--- config.mk ---
export PLATFORM = sky130hd
export DESIGN_NAME = cop_watchdog
export DESIGN_NICKNAME = d
export VERILOG_FILES = /design/src/rtl/cop_wdt_pkg.sv /design/src/rtl/cop_wdt_prescaler.sv /design/src/rtl/cop_wdt_postdiv.sv /design/src/rtl/cop_wdt_ctrl.sv /design/src/rtl/cop_watchdog.sv
export SDC_FILE = /design/constraint.sdc
export NUM_CORES = 1
export LEC_CHECK = 0
export ABC_AREA = 1
export BUFFER_PORTS_ARGS = -buffer_cell sky130_fd_sc_hd__buf_4
export CAP_MARGIN = 20
export CORE_AREA = 2 2 51 53
export DETAILED_ROUTE_END_ITERATION = 12
export DIE_AREA = 0 0 53 55
export GPL_ROUTABILITY_DRIVEN = 0
export GPL_TIMING_DRIVEN = 1
export PLACE_DENSITY_LB_ADDON = 0.08
export SETUP_SLACK_MARGIN = 0.4
export SYNTH_ARGS = -nofsm -noshare
export SYNTH_HDL_FRONTEND = slang
export SYNTH_HIERARCHICAL = 1
export SYNTH_SLANG_ARGS = --single-unit
--- constraint.sdc ---
create_clock -name clk_e -period 7.05 [get_ports clk_e]
set_clock_uncertainty 0.2 [all_clocks]
set_input_delay 0.3525 -clock clk_e [delete_from_list [all_inputs] [get_ports clk_e]]
set_output_delay 0.3525 -clock clk_e [all_outputs]
set_load 0.01 [all_outputs]
--- src/rtl/cop_wdt_pkg.sv ---
package cop_wdt_pkg;

    typedef enum logic [1:0] {
        WD_IDLE  = 2'd0,
        WD_ARMED = 2'd1,
        WD_FIRE  = 2'd2
    } wd_state_e;

    localparam int RATE_W = 2;

endpackage

--- src/rtl/cop_wdt_prescaler.sv ---
module cop_wdt_prescaler #(
    parameter int PRE_BITS = 15
) (
    input  logic                clk,
    input  logic                rst_n,
    input  logic                clr,
    input  logic                run,
    output logic [PRE_BITS-1:0] count,
    output logic                tick
);

    always_ff @(posedge clk or negedge rst_n) begin
        if (!rst_n) begin
            count <= '0;
        end else if (clr) begin
            count <= '0;
        end else if (run) begin
            count <= count + PRE_BITS'(1);
        end
    end

    // last count of the prescaler stage
    assign tick = run && (&count);

endmodule

--- src/rtl/cop_wdt_postdiv.sv ---
module cop_wdt_postdiv
    import cop_wdt_pkg::*;
#(
    parameter int POST_W = 2 * ((1 << RATE_W) - 1)
) (
    input  logic              clk,
    input  logic              rst_n,
    input  logic              clr,
    input  logic              tick,
    input  logic [RATE_W-1:0] rate,
    output logic [POST_W-1:0] count,
    output logic              terminal
);

    logic [RATE_W:0]     shamt;
    logic [POST_W-1:0]   mask;

    // ratio - 1 = 4^rate - 1 : two mask bits per code step
    assign shamt = {rate, 1'b0};
    assign mask  = ~({POST_W{1'b1}} << shamt);

    always_ff @(posedge clk or negedge rst_n) begin
        if (!rst_n) begin
            count <= '0;
        end else if (clr) begin
            count <= '0;
        end else if (tick) begin
            count <= count + POST_W'(1);
        end
    end

    assign terminal = tick && (count == mask);

    AST_POST_BOUND: assert property (@(posedge clk) disable iff (!rst_n)
        (count <= mask));

endmodule

--- src/rtl/cop_wdt_ctrl.sv ---
module cop_wdt_ctrl
    import cop_wdt_pkg::*;
(
    input  logic              clk,
    input  logic              rst_n,
    input  logic              enable,
    input  logic              service,
    input  logic              terminal,
    input  logic [RATE_W-1:0] rate_in,
    output logic [RATE_W-1:0] rate_q,
    output logic              run,
    output logic              clr,
    output logic              req
);

    wd_state_e state_q, state_d;

    // next-state decision: disable > service > terminal
    always_comb begin
        state_d = state_q;
        unique case (state_q)
            WD_IDLE:  state_d = enable ? WD_ARMED : WD_IDLE;
            WD_ARMED: begin
                if (!enable)       state_d = WD_IDLE;
                else if (service)  state_d = WD_ARMED;
                else if (terminal) state_d = WD_FIRE;
                else               state_d = WD_ARMED;
            end
            WD_FIRE:  state_d = enable ? WD_ARMED : WD_IDLE;
            default:  state_d = WD_IDLE;
        endcase
    end

    // state register and rate capture
    always_ff @(posedge clk or negedge rst_n) begin
        if (!rst_n) begin
            state_q <= WD_IDLE;
            rate_q  <= '0;
        end else begin
            state_q <= state_d;
            if (state_q == WD_IDLE) begin
                rate_q <= rate_in;
            end
        end
    end

    // outputs
    always_comb begin
        run = (state_q == WD_ARMED);
        clr = (state_q != WD_ARMED) || !enable || service || terminal;
        req = (state_q == WD_FIRE);
    end

    AST_RATE_HELD: assert property (@(posedge clk) disable iff (!rst_n)
        (state_q != WD_IDLE) |=> $stable(rate_q));

endmodule

--- src/rtl/cop_watchdog.sv ---
module cop_watchdog
    import cop_wdt_pkg::*;
#(
    parameter int PRE_BITS = 15
) (
    input  logic              clk_e,
    input  logic              rst_n,
    input  logic              enable,
    input  logic [1:0]        rate_sel,
    input  logic              service,
    output logic              rst_req
);

    localparam int POST_W = 2 * ((1 << RATE_W) - 1);

    logic                run;
    logic                clr;
    logic                tick;
    logic                term_hit;
    logic [RATE_W-1:0]   rate_q;
    logic [PRE_BITS-1:0] pre_cnt;
    logic [POST_W-1:0]   post_cnt;

    cop_wdt_ctrl u_ctrl (
        .clk      (clk_e),
        .rst_n    (rst_n),
        .enable   (enable),
        .service  (service),
        .terminal (term_hit),
        .rate_in  (rate_sel),
        .rate_q   (rate_q),
        .run      (run),
        .clr      (clr),
        .req      (rst_req)
    );

    cop_wdt_prescaler #(.PRE_BITS(PRE_BITS)) u_pre (
        .clk   (clk_e),
        .rst_n (rst_n),
        .clr   (clr),
        .run   (run),
        .count (pre_cnt),
        .tick  (tick)
    );

    cop_wdt_postdiv #(.POST_W(POST_W)) u_post (
        .clk      (clk_e),
        .rst_n    (rst_n),
        .clr      (clr),
        .tick     (tick),
        .rate     (rate_q),
        .count    (post_cnt),
        .terminal (term_hit)
    );

    AST_PULSE_ONE: assert property (@(posedge clk_e) disable iff (!rst_n)
        rst_req |=> !rst_req);

    AST_FIRE_CAUSE: assert property (@(posedge clk_e) disable iff (!rst_n)
        rst_req |-> $past(term_hit && enable && !service));

    AST_SVC_CLEARS: assert property (@(posedge clk_e) disable iff (!rst_n)
        (enable && service) |=> (pre_cnt == '0 && post_cnt == '0));

    AST_OFF_QUIET: assert property (@(posedge clk_e) disable iff (!rst_n)
        !enable |=> (pre_cnt == '0 && post_cnt == '0 && !rst_req));

endmodule

==> key figures, run 1 <==
Critical path
  • Required time worst endpoint: 7050 ps
  • CP endpoint: u_pre/count[10]
  • RR Endpoint: u_pre/count[10]
  • Crit. Startpoint: u_ctrl/state_q[0]
  • Startpoint Class: flip-flop
  • Setup CP Type: reg -> reg
  • Setup crit end kind: flip-flop
  • Worst reg2reg startpoint: u_ctrl/state_q[0]
  • FF-to-FF setup slack: 3470 ps
  • Path depth of the worst reg2reg path: 17
  • Crit-path max FO: 8
  • Data arrival, critical path: 3580 ps

Logic synthesis
  • Unique masters post-synth: 20
  • Yosys warns: 6
  • Post-Syn Instances: 197
  • Synthesized area per cell: 7.285 µm²
  • Synth Net Count: 205
  • Sequential cell area fraction in the yosys report: 43.59%
  • Mapped Area: 0.001435 mm²
  • Flop and latch count out of synthesis: 25

Die
  • Core Footprint: 0.002365 mm²
  • Die Y: 55 µm
  • Die X: 53 µm
  • Num rows: 18
  • Initial Util: 60.69%
  • Top-level port count: 7
  • Die area: 0.002915 mm²

Timing
  • Measured slew at the worst slew-check pin: 814.1 ps
  • Hold slack: 45.24 ps
  • F_max: 279.7 MHz
  • Pins Over Slew Limit: 0
  • Final Critical Period: 3575 ps
  • Rel. slew slack: 45.61%
  • Final setup fails: 0
  • Total Neg Setup Slack: 0 ps
  • Fin. Hold Viols: 0
  • RSZ-0062 raised after global routing: false
  • Final period utilization: 50.72%

Routing
  • Wirelength per Cell: 11.59 µm
  • Drt first pass iters: 4
  • Vias after detailed routing: 1212
  • Vias per cell: 5.114
  • DRT Wirelength: 2747 µm
  • DRC viols: 0
  • Drt initial violations: 21
  • Routed Antenna Nets: 0

Power
  • Leakage power: 0.7053 nW
  • VDD IR-drop max: 131.5 µV
  • Pwr dens: 152.9 mW/mm²
  • Total power: 0.0002369 W

Clock network
  • Post-CTS Hold Buffers: 1
  • Clock Tree Root: clkbuf_4
  • H-tree lvl count: 1
  • CTS tree: done
  • Num CTS Buffers: 3
  • Reg clk slew, reported paths: 130 ps
  • Buffer count from post-CTS setup fixing: 0
  • Clk sinks: 25
  • Clock Latency Late Sink: 310 ps
  • Bufs on Longest Clock Path: 2
  • Cts repair resizes: 0

Placed design
  • Post-DP HPWL: 2044 µm
  • PortBufs: 6

Finish
  • Area delta synth->final: 7.934%
  • Layout cells sized above 1: 10.63%
  • # diodes: 0
  • Most common cell after layout, fill and taps aside: nand2_1
  • Nets@finish: 216
  • Most frequent cells in the layout: 54 x nand2_1, 33 x nor2_1, 25 x dfrtp_1, 21 x inv_1, 14 x nand3_1

Min path
  • Hold Path Depth: 3
  • Hold Path Class: in -> reg

Outcome
  • Status: completed

Global route
  • Vias in the first global route: 1151
  • GRT overflow: 0
  • First-pass GRT wire length: 4705 µm
  • Largest net degree at the start of global routing: 26
  • GR Util All Layers: 22.05%
  • Antenna violations before repair: 0

Flow run
  • Max-cap check violation count: 0
[critical path, stage by stage (launching register included)]
cell and delay [ps]:
dfrtp_1 440, inv_2 60, nor2_2 320, nand2_1 170
nor2_1 120, nand4_1 80, nor3b_1 680, inv_1 90
a21oi_1 130, nand2_1 60, nor2_1 130, nor2_1 60
nand3_1 300, nor2_4 110, nor2_4 160, nand2_2 100
nor3b_1 190, nor2_1 70
[worst min path at each step]
| stage | from | endpoint |
|---|---|---|
| floorplan | rst_n | u_ctrl/rate_q[0] |
| global placement | rst_n | u_ctrl/rate_q[0] |
| detailed placement | rst_n | u_ctrl/state_q[0] |
| CTS | rate_sel[1] | u_ctrl/rate_q[1] |
| global route | rate_sel[1] | u_ctrl/rate_q[1] |
| finish | rate_sel[1] | u_ctrl/rate_q[1] |
[power by group]
part           internal [W]  switching [W]
Clock             0.0000221      0.0000391
Combinational    0.00000866      0.0000168
Sequential         0.000147     0.00000365
Total              0.000177      0.0000596
[final cells by class]
class                   instances  area (µm²)
flip-flops and latches         25       625.6
well taps                      30       37.54
fillers                       216       815.8
repair buffers                  7       55.05
multi-input cells             147       714.4
clock buffers                   4       26.28
inverters                      24       90.09
[synthesized netlist by cell type]
library cell  count  area (µm²)
a21boi_0          1       7.510
o21ai_1           1       5.000
o21ai_0           8       40.04
nor2_4            4       45.04
clkinv_1          1       3.750
inv_1            21       78.83
nand2_1          54       202.7
nor3b_1           4       30.03
o21bai_2          2       22.52
a21oi_1          10       50.05
xnor2_1           2       17.52
nor2_1           33       123.9
nand4_1           7       43.79
nand2_2           2       12.51
ha_1              2       25.02
nor2_2            3       18.77
nand3_1          14       70.07
inv_2             2       7.510
dfrtp_1          25       625.6
buf_2             1       5.000
[flip-flops by register name (all words and copies together), names as in the netlist]
signal	flops
u_ctrl/rate_q	2
u_ctrl/state_q	2
u_post/count	6
u_pre/count	15
[kinds of logic after synthesis]
logic type	share of synthesized area (%)
buffers and inverters	6.626
flip-flops	43.59
XOR/XNOR	1.221
adder cells (fa/ha/maj)	1.743
AO/OA/AOI/OAI	8.718
AND/OR/NAND/NOR	38.10
[per-stage QoR]
stage          util [%]  instance area, µm²  std cells  setup slack [ps]
6_report          65.50                1549        237              3475
5_1_grt           65.50                1549        237              3056
4_1_cts           65.50                1549        237              3488
3_5_place_dp      63.97                1513        232              3532
3_3_place_gp      63.97                1513        232              3643
2_1_floorplan         -                1435        197              3923
[layer usage]
metal	vias up	global-route usage, %	wire [µm]
met3	2	2.419	67
met5	-	0	0
met4	0	7.692	15
met2	17	41.88	1384
met1	549	25.81	1280
li1	644	-	-
Power figures use the tool's default switching activity.
==> inputs of run 2 (changes only) <==
--- a/config.mk
+++ b/config.mk
@@ -8,9 +8,9 @@
 export ABC_AREA = 1
 export BUFFER_PORTS_ARGS = -buffer_cell sky130_fd_sc_hd__buf_4
 export CAP_MARGIN = 20
-export CORE_AREA = 2 2 51 53
+export CORE_AREA = 2 2 53 55
 export DETAILED_ROUTE_END_ITERATION = 12
-export DIE_AREA = 0 0 53 55
+export DIE_AREA = 0 0 55 57
 export GPL_ROUTABILITY_DRIVEN = 0
 export GPL_TIMING_DRIVEN = 1
 export PLACE_DENSITY_LB_ADDON = 0.08
==> constraint.sdc (replaced) <==
create_clock -name clk_e -period 3.6 [get_ports clk_e]
set_clock_uncertainty 0.2 [all_clocks]
set_input_delay 0.18 -clock clk_e [delete_from_list [all_inputs] [get_ports clk_e]]
set_output_delay 0.18 -clock clk_e [all_outputs]
set_load 0.01 [all_outputs]
==> run 2 against run 1 <==
Effect of this change:
- worst hold slack gained 25 ps
- core utilization shrank 3.5 points
- global-route usage shrank 0.19 points
- clock-buffer cell count shrank 1
- sequential cell count is the same
- wire length grew 6.2%
- clock power grew 110%
- power grew 100%
- non-clock buffer count grew 7
- design area grew 4.7%
- critical endpoint is now u_pre/count[12]
- sequential share of layout area shrank 1.8 points
==> key figures, run 2 (synthesis results as in run 1) <==
Outcome
  • Status: completed

Global route
  • First-pass GRT wire length: 5030 µm (+6.9%)
  • Antenna violations before repair: 0 (unchanged)
  • GRT overflow: 0 (unchanged)
  • Largest net degree at the start of global routing: 26 (unchanged)
  • GR Util All Layers: 21.86% (-0.19 points)
  • Vias in the first global route: 1240 (+7.7%)

Finish
  • # diodes: 0 (unchanged)
  • Max FFs per register: 15 (unchanged)
  • Register with the most flip-flops: u_pre/count
  • Fillers: 238 (+10%)
  • Non-filler cells, final: 245 (+3.4%)
  • Layout cells sized above 1: 12.15% (+1.5 points)
  • Area delta synth->final: 12.99%
  • Most frequent cells in the layout: 54 x nand2_1, 33 x nor2_1, 25 x dfrtp_1, 21 x inv_1, 13 x nand3_1
  • Most common cell after layout, fill and taps aside: nand2_1
  • Nets@finish: 223 (+3.2%)
  • Biggest regs: u_pre/count: 15 flops, u_post/count: 6 flops

Critical path
  • Slowest stage delay, CP: 430 ps (-250 ps)
  • Crit path max-delay family: simple AND/OR/NAND/NOR gates
  • Crit-path max FO: 7 (-1)
  • Setup crit end kind: flip-flop
  • Crit path buf inv count: 2 (unchanged)
  • Worst-path cell chain: ha_1, nand2_1, nor2_1, nand4_1, nor3b_1, buf_4, inv_1, a21oi_1, nand2_1, nor2_1, nor2_1, nand3_2, nor2_4, nor2_4, nand2_2, nor3b_1, nor2_1
  • Startpoint Class: flip-flop
  • Cell repeated most along the worst path: nor2_1
  • Max stage delay cell, worst path: dfrtp_1
  • Data arrival, critical path: 2820 ps (-760 ps)
  • Setup CP Type: reg -> reg
  • Required time worst endpoint: 3630 ps (-3420 ps)

Placed design
  • Placed Instances: 235 (+1.3%)
  • PortBufs: 6 (unchanged)
  • Post-DP HPWL: 2139 µm (+4.7%)

Timing
  • Measured slew at the worst slew-check pin: 400.6 ps (-413.5 ps)
  • Rel. slew slack: 73.27% (+28 points)
  • Total Neg Setup Slack: 0 ps (unchanged)
  • RSZ-0062 raised after global routing: false
  • Fin. Hold Viols: 0 (unchanged)
  • F_max: 358.7 MHz (+28%)
  • Final Critical Period: 2788 ps (-787.5 ps)
  • Pins Over Slew Limit: 0 (unchanged)
  • Final setup fails: 0 (unchanged)
  • Final period utilization: 77.44% (+27 points)

Routing
  • Routed Antenna Nets: 0 (unchanged)
  • Vias per cell: 5.171 (+1.1%)
  • Drt initial violations: 25 (+19%)
  • DRC viols: 0 (unchanged)
  • Wirelength per Cell: 11.90 µm (+2.7%)
  • DRT Wirelength: 2916 µm (+6.2%)
  • Drt first pass iters: 4 (unchanged)
  • Vias after detailed routing: 1267 (+4.5%)

Power
  • Leakage power: 0.7405 nW (+5.0%)
  • VDD IR-drop max: 275.0 µV (+110%)
  • Pwr dens: 296.7 mW/mm² (+94%)

Min path
  • Hold Path Class: in -> async

Clock network
  • Buffer count from post-CTS setup fixing: 0 (unchanged)
  • CTS tree: done
  • H-tree lvl count: 1 (unchanged)
  • Clock Latency Late Sink: 330 ps (+20 ps)
  • Clk sinks: 25 (unchanged)
  • Reg clk slew, reported paths: 140 ps (about the same)
  • Clock Tree Root: clkbuf_4
  • Bufs on Longest Clock Path: 2 (unchanged)
  • Num CTS Buffers: 3 (unchanged)

Die
  • Top-level port count: 7 (unchanged)
  • Die X: 55 µm (+3.8%)
  • Num rows: 19 (+1)
  • Die area: 0.003135 mm² (+7.5%)
  • Die Y: 57 µm (+3.6%)
  • Core Footprint: 0.002615 mm² (+11%)
  • Initial Util: 54.88% (-5.8 points)

Flow run
  • Max-cap check violation count: 0 (unchanged)
==> run 2: cell types whose count changed in the layout (fill, tap and decap cells not counted), sizes merged <==
| cell | previous run | this run |
|---|---|---|
| buf | 6 | 8 |
| clkinv | 1 | 2 |
| clkbuf | 4 | 3 |
| dlygate4sd3 | 1 | 6 |
==> run 2: cell type report <==
cell class	instances	area, µm²	share of cell area, %
flip-flops and latches	25	625.6	38.58
clock inverters	1	5.005	0.3086
inverters	24	90.09	5.556
multi-input cells	147	719.4	44.37
clock buffers	3	22.52	1.389
repair buffers	14	120.1	7.407
well taps	31	38.79	2.392
==> run 2: worst paths after layout <==
kind,slack [ps],cells past startpoint,startpoint,to
setup / recovery,810,17,u_pre/count[0],u_pre/count[12]
hold / removal,70,2,rst_n,u_pre/count[8]
setup reg to reg,810,17,u_pre/count[0],u_pre/count[12]
hold reg to reg,340,1,u_pre/count[3],u_pre/count[3]
max in group asynchronous,2890,2,rst_n,u_pre/count[9]
min in group clk_e,340,1,u_pre/count[3],u_pre/count[3]
==> run 2: metal layers <==
metal  vias to the layer above  wire, µm  global-route usage, %
li1                        663         -                      -
met1                       578      1306                  24.87
met2                        21      1487                  39.29
met3                         5        73                  3.141
met4                         0        48                  9.059
met5                         -         0                      0
==> run 2: repair_timing <==
action | 4_1_cts | 5_1_grt
setup endpoints to repair | 0 | 8
resized for setup | 0 | 1
hold endpoints to repair | 29 | 0
hold buffers | 6 | 0
==> run 2: report_power, final <==
part	total (W)	switching, W	internal [W]	leakage [nW]
logic	0.0000584	0.0000343	0.0000241	0.379
registers	0.000294	0.00000667	0.000287	0.344
clock network	0.000129	0.0000871	0.0000417	0.0177
total	0.000481	0.000128	0.000353	0.741
==> run 2: stage by stage <==
stage          utilization [%]  hold WS (ps)   power, W  area, µm²  setup slack (ps)
3_5_place_dp             58.47        -97.02  0.0003511       1529             701.1
2_1_floorplan                -        -315.6  0.0003304       1435             472.5
5_1_grt                  62.01         109.9  0.0005056       1622             425.3
3_3_place_gp             58.47        -99.24  0.0003501       1529             787.7
6_report                 62.01         70.61  0.0004811       1622             812.0
4_1_cts                  61.82         74.08  0.0004886       1617             656.0
